File: config.mk
export PLATFORM = sky130hd
export DESIGN_NAME = serial_adder_sr
export DESIGN_NICKNAME = d
export VERILOG_FILES = /design/src/rtl/sa_pkg.sv /design/src/rtl/sa_shreg.sv /design/src/rtl/sa_carry_cell.sv /design/src/rtl/sa_ctrl.sv /design/src/rtl/serial_adder_sr.sv
export SDC_FILE = /design/constraint.sdc
export NUM_CORES = 1
export LEC_CHECK = 0
export ABC_AREA = 1
export BUFFER_PORTS_ARGS = -buffer_cell sky130_fd_sc_hd__buf_2
export CAP_MARGIN = 0
export CORE_MARGIN = 5
export CORE_UTILIZATION = 30
export CTS_CLUSTER_SIZE = 25
export DETAILED_ROUTE_END_ITERATION = 8
export SYNTH_ARGS = -nofsm -noshare
export SYNTH_HDL_FRONTEND = slang
export SYNTH_SLANG_ARGS = --single-unit
export TNS_END_PERCENT = 30
File: constraint.sdc
create_clock -name clk -period 1.6 [get_ports clk]
set_input_delay 0.32 -clock clk [delete_from_list [all_inputs] [get_ports clk]]
set_output_delay 0.32 -clock clk [all_outputs]
set_load 0.01 [all_outputs]
File: src/rtl/sa_pkg.sv
package sa_pkg;
    typedef enum logic [0:0] {
        SA_IDLE = 1'b0,
        SA_RUN  = 1'b1
    } sa_state_e;
endpackage

File: src/rtl/sa_shreg.sv
// Parallel-load right shift register with a serial input at the top bit.
module sa_shreg #(
    parameter int W = 8
) (
    input  logic         clk,
    input  logic         rst,
    input  logic         load,
    input  logic [W-1:0] load_val,
    input  logic         shift,
    input  logic         ser_in,
    output logic [W-1:0] q
);
    logic [W-1:0] reg_d, reg_q;

    always_comb begin
        reg_d = reg_q;
        if (load) begin
            reg_d = load_val;
        end else if (shift) begin
            if (W > 1) begin
                reg_d = {ser_in, reg_q[W-1:1]};
            end else begin
                reg_d = ser_in;
            end
        end
    end

    always_ff @(posedge clk) begin
        if (rst) begin
            reg_q <= '0;
        end else begin
            reg_q <= reg_d;
        end
    end

    assign q = reg_q;
endmodule

File: src/rtl/sa_carry_cell.sv
// Carry state bit driven only by generate (set) and kill (clear).
module sa_carry_cell (
    input  logic clk,
    input  logic rst,
    input  logic clr,
    input  logic en,
    input  logic abit,
    input  logic bbit,
    output logic carry
);
    logic carry_d, carry_q;
    logic gen_bit, kill_bit;

    assign gen_bit  = abit & bbit;
    assign kill_bit = ~abit & ~bbit;

    always_comb begin
        carry_d = carry_q;
        if (clr) begin
            carry_d = 1'b0;
        end else if (en && gen_bit) begin
            carry_d = 1'b1;
        end else if (en && kill_bit) begin
            carry_d = 1'b0;
        end
    end

    always_ff @(posedge clk) begin
        if (rst) begin
            carry_q <= 1'b0;
        end else begin
            carry_q <= carry_d;
        end
    end

    assign carry = carry_q;
endmodule

File: src/rtl/sa_ctrl.sv
// Sequencer: idle/run state, bit counter, done pulse.
module sa_ctrl
    import sa_pkg::*;
#(
    parameter int W = 8,
    localparam int CNT_W = $clog2(W + 1)
) (
    input  logic clk,
    input  logic rst,
    input  logic load,
    input  logic start,
    output logic shift_en,
    output logic clr_carry,
    output logic done
);
    typedef struct packed {
        sa_state_e        state;
        logic [CNT_W-1:0] cnt;
        logic             done;
    } ctrl_t;

    localparam logic [CNT_W-1:0] LAST = CNT_W'(W - 1);

    ctrl_t ctl_d, ctl_q;
    logic  accept;

    assign accept = (ctl_q.state == SA_IDLE) && start && !load;

    always_comb begin
        ctl_d      = ctl_q;
        ctl_d.done = 1'b0;
        shift_en   = 1'b0;
        if (load) begin
            ctl_d.state = SA_IDLE;
            ctl_d.cnt   = '0;
        end else begin
            unique case (ctl_q.state)
                SA_IDLE: begin
                    if (start) begin
                        ctl_d.state = SA_RUN;
                        ctl_d.cnt   = '0;
                    end
                end
                SA_RUN: begin
                    shift_en = 1'b1;
                    if (ctl_q.cnt == LAST) begin
                        ctl_d.state = SA_IDLE;
                        ctl_d.cnt   = '0;
                        ctl_d.done  = 1'b1;
                    end else begin
                        ctl_d.cnt = ctl_q.cnt + 1'b1;
                    end
                end
                default: ctl_d.state = SA_IDLE;
            endcase
        end
    end

    always_ff @(posedge clk) begin
        if (rst) begin
            ctl_q <= '{state: SA_IDLE, cnt: '0, done: 1'b0};
        end else begin
            ctl_q <= ctl_d;
        end
    end

    assign clr_carry = load | accept;
    assign done      = ctl_q.done;
endmodule

File: src/rtl/serial_adder_sr.sv
module serial_adder_sr #(
    parameter int WIDTH = 8
) (
    input  logic             clk,
    input  logic             rst,
    input  logic             load_i,
    input  logic [WIDTH-1:0] opa_i,
    input  logic [WIDTH-1:0] opb_i,
    input  logic             start_i,
    output logic             done_o,
    output logic [WIDTH-1:0] sum_o,
    output logic             cout_o
);
    localparam int NOPS = 2;

    logic [NOPS-1:0][WIDTH-1:0] op_load;
    logic [NOPS-1:0][WIDTH-1:0] op_q;
    logic                       shift_en;
    logic                       clr_carry;
    logic                       carry_q;
    logic                       a_lsb, b_lsb, sum_bit;

    assign op_load[0] = opa_i;
    assign op_load[1] = opb_i;

    for (genvar g = 0; g < NOPS; g++) begin : g_op
        sa_shreg #(.W(WIDTH)) u_op (
            .clk      (clk),
            .rst      (rst),
            .load     (load_i),
            .load_val (op_load[g]),
            .shift    (shift_en),
            .ser_in   (1'b0),
            .q        (op_q[g])
        );
    end

    assign a_lsb   = op_q[0][0];
    assign b_lsb   = op_q[1][0];
    assign sum_bit = a_lsb ^ b_lsb ^ carry_q;

    sa_shreg #(.W(WIDTH)) u_sum (
        .clk      (clk),
        .rst      (rst),
        .load     (load_i),
        .load_val ('0),
        .shift    (shift_en),
        .ser_in   (sum_bit),
        .q        (sum_o)
    );

    sa_carry_cell u_carry (
        .clk   (clk),
        .rst   (rst),
        .clr   (clr_carry),
        .en    (shift_en),
        .abit  (a_lsb),
        .bbit  (b_lsb),
        .carry (carry_q)
    );

    sa_ctrl #(.W(WIDTH)) u_ctrl (
        .clk       (clk),
        .rst       (rst),
        .load      (load_i),
        .start     (start_i),
        .shift_en  (shift_en),
        .clr_carry (clr_carry),
        .done      (done_o)
    );

    assign cout_o = carry_q;
endmodule

==> impl_metrics.toml, run 1 <==
[floorplanning]
rows = 25
die_width_um = 79.4
start_util_pct = 30.8
die_h_um = 79.4
ioPinCount = 30
dieArea_sq_um = 6300
core_area_sq_um = 4690

[clocking]
cts_setup_buffers = 0
cts_tree = "done"
postCtsHoldBufs = 0
clkSinkCount = 31
cts_buffers = 5
cts.htree.levels = 2
clkLatencyLatePin_ns = 0.28
ctsResizeCount = 0
clk_pin_slew_ns = 0.06
clk_path_buf_depth = 2
cts-root-buf = "clkbuf_8"

[synthesis]
ys_warn_count = 0
synth_top_area_share_pct = 43.0
synthCells = 193
synth_fp_nets = 216
synth_seq_area_share_pct = 43.0
ys_top_cells_by_area = "dfxtp_1 (43%), nand2_1 (16%), inv_1 (6.2%), nand3_1 (5.2%), nand2_2 (4.3%)"
synth_cell_types = 22
synth.ff_latch_count = 31
syn-cell-area_sq_um = 1440
synth_largest_area_cell = "dfxtp_1"
syn_area_per_cell_sq_um = 7.48

[drt]
drt_iter0_markers = 44
wl_um = 2890
avgViaCountPerCell = 4.41
drc = 0
wl_per_cell_um = 10.3
vias = 1230
ant_nets = 0
firstDrtPassIters = 4

[timing]
finalCriticalPeriod_ns = 1.18
hold_violations = 0
setup_viol = 0
fin_skew_ns = 0.00526
clock.fmax_mhz = 845
fin_setup_tns_ns = 0
rsz0062_at_grt = "no"
drv_slew = 0
max_slew.worst_pin.slew_ns = 0.427
holdWs_ns = 0.289
relSlewSlack_pct = 71.5
worst_slack_ns = 0.416
post-route-period-util_pct = 74.0

[critical_path]
cpLargestDelayFamily = "flip-flops"
crit_chain = "inv_6, nor2_8, inv_1, o21ai_1, a21oi_1"
endpoint_kind = "flop"
crit_required_ns = 1.77
cp_num_buf_inv = 2
arrival_ns = 1.35
crit_type = "flop to flop"
crit_slowest_cell = "dfxtp_1"
critical-path-max-stage-delay_ns = 0.40
crit_path_max_fanout = 16
start_kind = "flop"

[placed_design]
gp_congestion = 0.785
dp.cells = 271
place_area_sq_um = 1610
post-dp-hpwl_um = 2140
pre_cts_ws_ns = 0.285
portBuffers = 29

[final_layout]
areaGrowthSynthToFinish_pct = 18.5
fin_area_sq_um = 1710
layout_commonest_cell = "nand2_1"
antenna_cells = 0
drive_above_1_share_pct = 24.4
layout.nets = 247
mostFrequentLayoutCells = "nand2_1 (62), dfxtp_1 (31), buf_2 (29)"
instances_no_fill = 279

[grt]
grt_overflow_total = 0
grt_use_total_pct = 10.6
antenna_found_initial = 0
grt_pass1_vias = 1190
grt_pass1_wl_um = 5260
grt_max_degree = 17

[job]
cap_viol_max_count = 0

[power]
p_leak_uw = 0.000870
ir_drop_mv = 0.360
power_density_nw_per_um2 = 967

[hold_path]
hp-class = "input pin to flop"

[status]
status = "complete, no violations"
## per-layer routing
layer / GRT usage, % / up-vias / wire [um]
met5: 0 / - / 0
met3: 3.72 / 6 / 153
li1: - / 658 / -
met1: 13.6 / 542 / 1390
met2: 16.2 / 24 / 1290
met4: 4.12 / 0 / 51
## power breakdown
group | internal [uW] | switching, uW
registers | 802 | 19.1
clock network | 392 | 282
logic | 66.1 | 93.8
## flip-flops by register name, summed over array words and instances, names as in the netlist
register       flops
u_ctrl.ctl_q       5
g_op.u_op.q       16
u_carry.carry      1
u_ctrl.done        1
u_sum.q            8
## kinds of logic (layout without fill, tap and decap cells)
logic type / Yosys count / in the layout / synth area share [%]
AND/OR/NAND/NOR: 102 / 102 / 33.1
buffers and inverters: 33 / 65 / 12.5
flip-flops: 31 / 31 / 43.0
AO/OA/AOI/OAI: 23 / 23 / 8.23
adder cells (fa/ha/maj): 3 / 3 / 2.60
XOR/XNOR: 1 / 1 / 0.607
## worst paths after layout
| check | startpoint | endpoint | slack, ns | cells after the start |
|---|---|---|---|---|
| setup / recovery | u_ctrl.ctl_q[5] | u_sum.q[1] | 0.42 | 5 |
| hold / removal | opb_i[7] | g_op[1].u_op.q[7] | 0.29 | 3 |
| setup reg to reg | u_ctrl.ctl_q[5] | u_sum.q[1] | 0.42 | 5 |
| hold reg to reg | g_op[1].u_op.q[7] | g_op[1].u_op.q[7] | 0.48 | 2 |
## worst register-to-register path, cell delays in order, from the launching register on
cell,delay [ns]
dfxtp_1,0.40
inv_6,0.06
nor2_8,0.23
inv_1,0.18
o21ai_1,0.15
a21oi_1,0.05
## cell usage after synthesis (all sizes together)
cell type   n
nand2      72
dfxtp      31
inv        25
nand3      16
a21oi      13
nor2       12
o21ai      10
buf         8
ha          3
nand4       1
nor4        1
xnor2       1
## per-stage QoR
step | power [uW] | utilization [%]
2_1_floorplan | 956 | -
6_report | 1650 | 36.5
4_1_cts | 1680 | 36.5
5_1_grt | 1740 | 36.5
3_5_place_dp | 1000 | 34.3
3_3_place_gp | 998 | 34.3
## cell type report
cell class              instances  area, sq um
multi-input cells             129          643
repair buffers                 32          180
flip-flops and latches         31          621
fillers                       508         2980
well taps                      54         67.6
clock buffers                   8          100
inverters                      25         98.8
Power figures use the tool's default switching activity.
==> inputs of run 2 (changes only) <==
- clock period: 1.6 -> 1 ns (I/O delays scaled with it)
==> run 2 against run 1 <==
Effect of this change:
- the flow now finishes with violations (negative setup slack)
- sequential share of layout area is 4.0 points lower
- combinational power is 110% higher
- sequential power increased by 60%
- setup slack lost 0.43 ns
- sequential cell count unchanged
- critical path type unchanged
- highest routed layer unchanged
==> impl_metrics.toml, run 2 (synthesis gave the netlist of run 1 again) <==
[timing]
setup_viol = 3
clock.fmax_mhz = 989
hold_violations = 0
max_slew.worst_pin.slew_ns = 0.329
rsz0062_at_grt = "yes"
fin_skew_ns = 0.00587
holdWs_ns = 0.168
post-route-period-util_pct = 101
worst_slack_ns = -0.0109
finalCriticalPeriod_ns = 1.01
relSlewSlack_pct = 78.1
drv_slew = 0

[final_layout]
fin_area_sq_um = 1970
antenna_cells = 0
areaGrowthSynthToFinish_pct = 36.3
utilization_pct = 41.9
layout.nets = 264
layout_commonest_cell = "nand2_1"
mostFrequentLayoutCells = "nand2_1 (58), buf_2 (29), inv_1 (22)"
largest_reg_flops = 16
drive_above_1_share_pct = 42.6

[floorplanning]
rows = 25
die_h_um = 79.4
core_area_sq_um = 4690
die_width_um = 79.4
dieArea_sq_um = 6300
ioPinCount = 30
start_util_pct = 30.8

[critical_path]
reg2regPathDepth = 4
arrival_ns = 1.23
r2r_end = "u_ctrl.ctl_q[1]"
rrSetupSlack_ns = -0.01
start_kind = "flop"
crit_required_ns = 1.22
rr_startpoint = "u_ctrl.ctl_q[5]"
crit_path_max_fanout = 5
endpoint_kind = "flop"
crit_type = "flop to flop"

[clocking]
cts.htree.levels = 2
clkLatencyLatePin_ns = 0.28
postCtsHoldBufs = 0
cts_buffers = 5
clk_path_buf_depth = 2
clkSinkCount = 31
clk_pin_slew_ns = 0.07
cts_tree = "done"
cts-root-buf = "clkbuf_8"

[grt]
grt_use_met1_pct = 13.2
grt_pass1_vias = 1237
grt_pass1_wl_um = 5280
met2_usage_pct = 17.2
use_met3_pct = 3.61
grt_overflow_total = 0
grt_max_degree = 13
antenna_found_initial = 0
grt_use_total_pct = 10.9
top_usage_layer = "met2"

[drt]
avgViaCountPerCell = 4.48
wl_per_cell_um = 11.1
firstDrtPassIters = 4
vias = 1325
drc = 0
ant_nets = 0
wl_um = 3300
drt_iter0_markers = 53

[placed_design]
gp_congestion = 0.775
portBuffers = 29
place_area_sq_um = 1740
post-dp-hpwl_um = 2270

[power]
power_density_nw_per_um2 = 1320
power_uw = 2600
p_leak_uw = 0.00102
ir_drop_mv = 0.741

[hold_path]
hold_depth = 3
hp-class = "input pin to flop"
hp-start = "opa_i[7]"
holdPathEnd = "g_op[0].u_op.q[7]"

[job]
cap_viol_max_count = 0

[status]
status = "complete, but fails checks"
violations = "negative setup slack"
==> run 2: repair_timing <==
item,in CTS,in global routing
setup endpoints to repair,28,33
pin swaps,4,19
setup buffers,1,1
gates resized for setup,12,27
cloned,1,0
==> run 2: how the worst max path moves through the flow <==
stage,startpoint,to,slack (ns)
2_1_floorplan,u_ctrl.ctl_q[1],u_ctrl.ctl_q[4],0.006
3_3_place_gp,u_ctrl.ctl_q[5],u_ctrl.ctl_q[1],-0.08
3_5_place_dp,u_ctrl.ctl_q[5],g_op[1].u_op.q[6],-0.07
4_1_cts,u_ctrl.ctl_q[1],u_ctrl.ctl_q[1],-0.02
5_1_grt,u_ctrl.ctl_q[5],g_op[1].u_op.q[4],-0.08
6_report,u_ctrl.ctl_q[5],u_ctrl.ctl_q[1],-0.01
==> run 2: critical path, stage by stage, from the launching register on <==
cell and delay (ns):
dfxtp_4 0.37, buf_8 0.14, nor2_2 0.18, o21ai_0 0.13
a21oi_2 0.12
==> run 2: per-stage QoR <==
stage               std cells  setup slack, ns  TNS, ns
floorplan                 193          0.00584        0
global placement          285          -0.0792   -0.713
detailed placement        285          -0.0718   -0.996
CTS                       295          -0.0237   -0.173
global route              296          -0.0815   -0.882
finish                    296          -0.0109  -0.0207
==> run 2: where the power goes <==
part | leakage (uW) | internal, uW | switching, uW
clock | 0.0000477 | 475 | 474
combinational | 0.000714 | 156 | 180
sequential | 0.000258 | 1280 | 31.1
==> run 2: metal layers <==
| metal | share of wire (%) | wire (um) |
|---|---|---|
| met1 | 45 | 1490 |
| met4 | 1.8 | 61 |
| met5 | 0 | 0 |
| met3 | 5.2 | 172 |
| met2 | 48 | 1580 |
==> run 2: layout make-up <==
| class | count | area [sq um] |
|---|---|---|
| Fill cell | 504 | 2720 |
| Multi-Input combinational cell | 130 | 749 |
| Sequential cell | 31 | 636 |
| Timing Repair Buffer | 48 | 333 |
| Inverter | 25 | 98.8 |
| Clock buffer | 5 | 68.8 |
| Tap cell | 54 | 67.6 |
| Clock inverter | 3 | 15.0 |
==> inputs of run 3 (changes only) <==
- TNS_END_PERCENT: 30 -> 10
==> run 3 against run 2 <==
Effect of this change:
- the run still ends with negative setup slack left
- via count is 1.2% lower
- setup slack better by 0.0055 ns
- non-clock buffer count is 1 lower
- power is 0.32% lower
- critical path type unchanged
- highest routed layer unchanged
==> impl_metrics.toml, run 3 (synthesis gave the netlist of run 1 again) <==
[status]
status = "complete, but fails checks"
violations = "negative setup slack"

[final_layout]
layout_commonest_cell = "nand2_1"
fin_area_sq_um = 1930
largest_reg_flops = 16
areaGrowthSynthToFinish_pct = 33.9
ff_latch_area_sq_um = 636
multi_input_area_sq_um = 722
antenna_cells = 0
layout.nets = 263
drive_above_1_share_pct = 40.7
instances_no_fill = 295
nFillCells = 508
mostFrequentLayoutCells = "nand2_1 (58), buf_2 (29), inv_1 (23)"

[grt]
grt_overflow_total = 0
grt_pass1_wl_um = 5220
grt_use_met1_pct = 13.1
grt_max_degree = 13
grt_use_total_pct = 10.8
top_usage_layer = "met2"
antenna_found_initial = 0
grt_pass1_vias = 1217
use_met3_pct = 3.61
met2_usage_pct = 16.8

[hold_path]
hold_depth = 3
hp-start = "opa_i[7]"
hp-class = "input pin to flop"
holdPathEnd = "g_op[0].u_op.q[7]"

[job]
cap_viol_max_count = 0

[critical_path]
crit_slowest_cell = "dfxtp_2"
crit_required_ns = 1.22
crit_chain = "ha_4, nand2_4, nor2_2, nor2_2, nand3_1, a21oi_2"
rr_startpoint = "u_ctrl.ctl_q[2]"
reg2regPathDepth = 6
crit_type = "flop to flop"
endpoint_kind = "flop"
cpMostUsedCell = "nor2_2"
r2r_end = "u_ctrl.ctl_q[4]"
critical-path-max-stage-delay_ns = 0.34
cp_num_buf_inv = 0
cpLargestDelayFamily = "flip-flops"
rrSetupSlack_ns = -0.005
start_kind = "flop"
arrival_ns = 1.23
crit_path_max_fanout = 3

[timing]
worst_slack_ns = -0.00545
post-route-period-util_pct = 101
hold_violations = 0
finalCriticalPeriod_ns = 1.01
rsz0062_at_grt = "yes"
relSlewSlack_pct = 78.1
clock.fmax_mhz = 995
drv_slew = 0
fin_skew_ns = 0.00540
holdWs_ns = 0.169
max_slew.worst_pin.slew_ns = 0.328
setup_viol = 1

[power]
ir_drop_mv = 0.745
clkPwrFrac_pct = 36.6
seq_power_share_pct = 50.7
p_sw_share_pct = 26.2
power_switching_uw = 679
internal-power_uw = 1910
pwr-share-comb_pct = 12.7
power_density_nw_per_um2 = 1340
power_uw = 2590
p_leak_uw = 0.00100

[placed_design]
dp.cells = 285
portBuffers = 29
place_area_sq_um = 1740
pre_cts_ws_ns = -0.0718
gp_congestion = 0.775
post-dp-hpwl_um = 2270

[drt]
drc = 0
wl_um = 3210
ant_nets = 0
wl_per_cell_um = 10.9
avgViaCountPerCell = 4.44
vias = 1309
drt_iter0_markers = 41
firstDrtPassIters = 4

[floorplanning]
dieArea_sq_um = 6300
core_area_sq_um = 4690
rows = 25
die_width_um = 79.4
ioPinCount = 30
start_util_pct = 30.8
die_h_um = 79.4

[clocking]
clk_path_buf_depth = 2
cts.htree.levels = 2
cts_buffers = 5
postCtsHoldBufs = 0
cts-root-buf = "clkbuf_8"
clkLatencyLatePin_ns = 0.28
cts_tree = "done"
clkSinkCount = 31
clk_pin_slew_ns = 0.07
==> run 3: per-stage QoR <==
| stage | TNS [ns] | util (%) |
|---|---|---|
| floorplan | 0 | - |
| global placement | -0.713 | 37.1 |
| detailed placement | -0.996 | 37.1 |
| CTS | -0.196 | 39.5 |
| global route | -0.889 | 41.2 |
| finish | -0.00545 | 41.2 |
==> run 3: cell type report <==
type | count | area share [%]
multi-input combinational | 130 | 37.3
sequential | 31 | 32.9
timing repair buffer | 47 | 16.8
inverter | 25 | 5.11
clock buffer | 5 | 3.56
tap | 54 | 3.50
clock inverter | 3 | 0.777
==> run 3: worst max-delay path by stage <==
stage | from | cells after the start | end | slack, ns
2_1_floorplan | u_ctrl.ctl_q[1] | 6 | u_ctrl.ctl_q[4] | 0.006
3_3_place_gp | u_ctrl.ctl_q[5] | 4 | u_ctrl.ctl_q[1] | -0.08
3_5_place_dp | u_ctrl.ctl_q[5] | 6 | g_op[1].u_op.q[6] | -0.07
4_1_cts | u_ctrl.ctl_q[1] | 6 | u_ctrl.ctl_q[5] | -0.03
5_1_grt | u_ctrl.ctl_q[5] | 7 | g_op[1].u_op.q[4] | -0.08
6_report | u_ctrl.ctl_q[2] | 6 | u_ctrl.ctl_q[4] | -0.005
==> run 3: tightest hold or removal path, cell delays in order <==
cell and delay [ns]:
buf_2 0.09, nand2_1 0.05, a21oi_1 0.05
==> run 3: routing by layer <==
layer	wire length [um]	share of wire [%]
met1	1500	47
met2	1490	46
met3	158	4.9
met4	61	1.9
met5	0	0
==> run 3: what timing repair did <==
action,4_1_cts,5_1_grt
pin swaps,3,18
hold endpoints to repair,0,0
resized for setup,9,23
setup buffers,0,1
endpoints found under the setup margin,28,33
cloned,1,0
==> run 3: power groups by stage <==
| stage | Sequential, uW | Clock [uW] | Combinational (uW) |
|---|---|---|---|
| global placement | 1340 | 0 | 306 |
| detailed placement | 1340 | 0 | 309 |
| global route | 1320 | 1040 | 370 |
| CTS | 1310 | 988 | 322 |
| floorplan | 1340 | 0 | 192 |
| finish | 1310 | 949 | 329 |
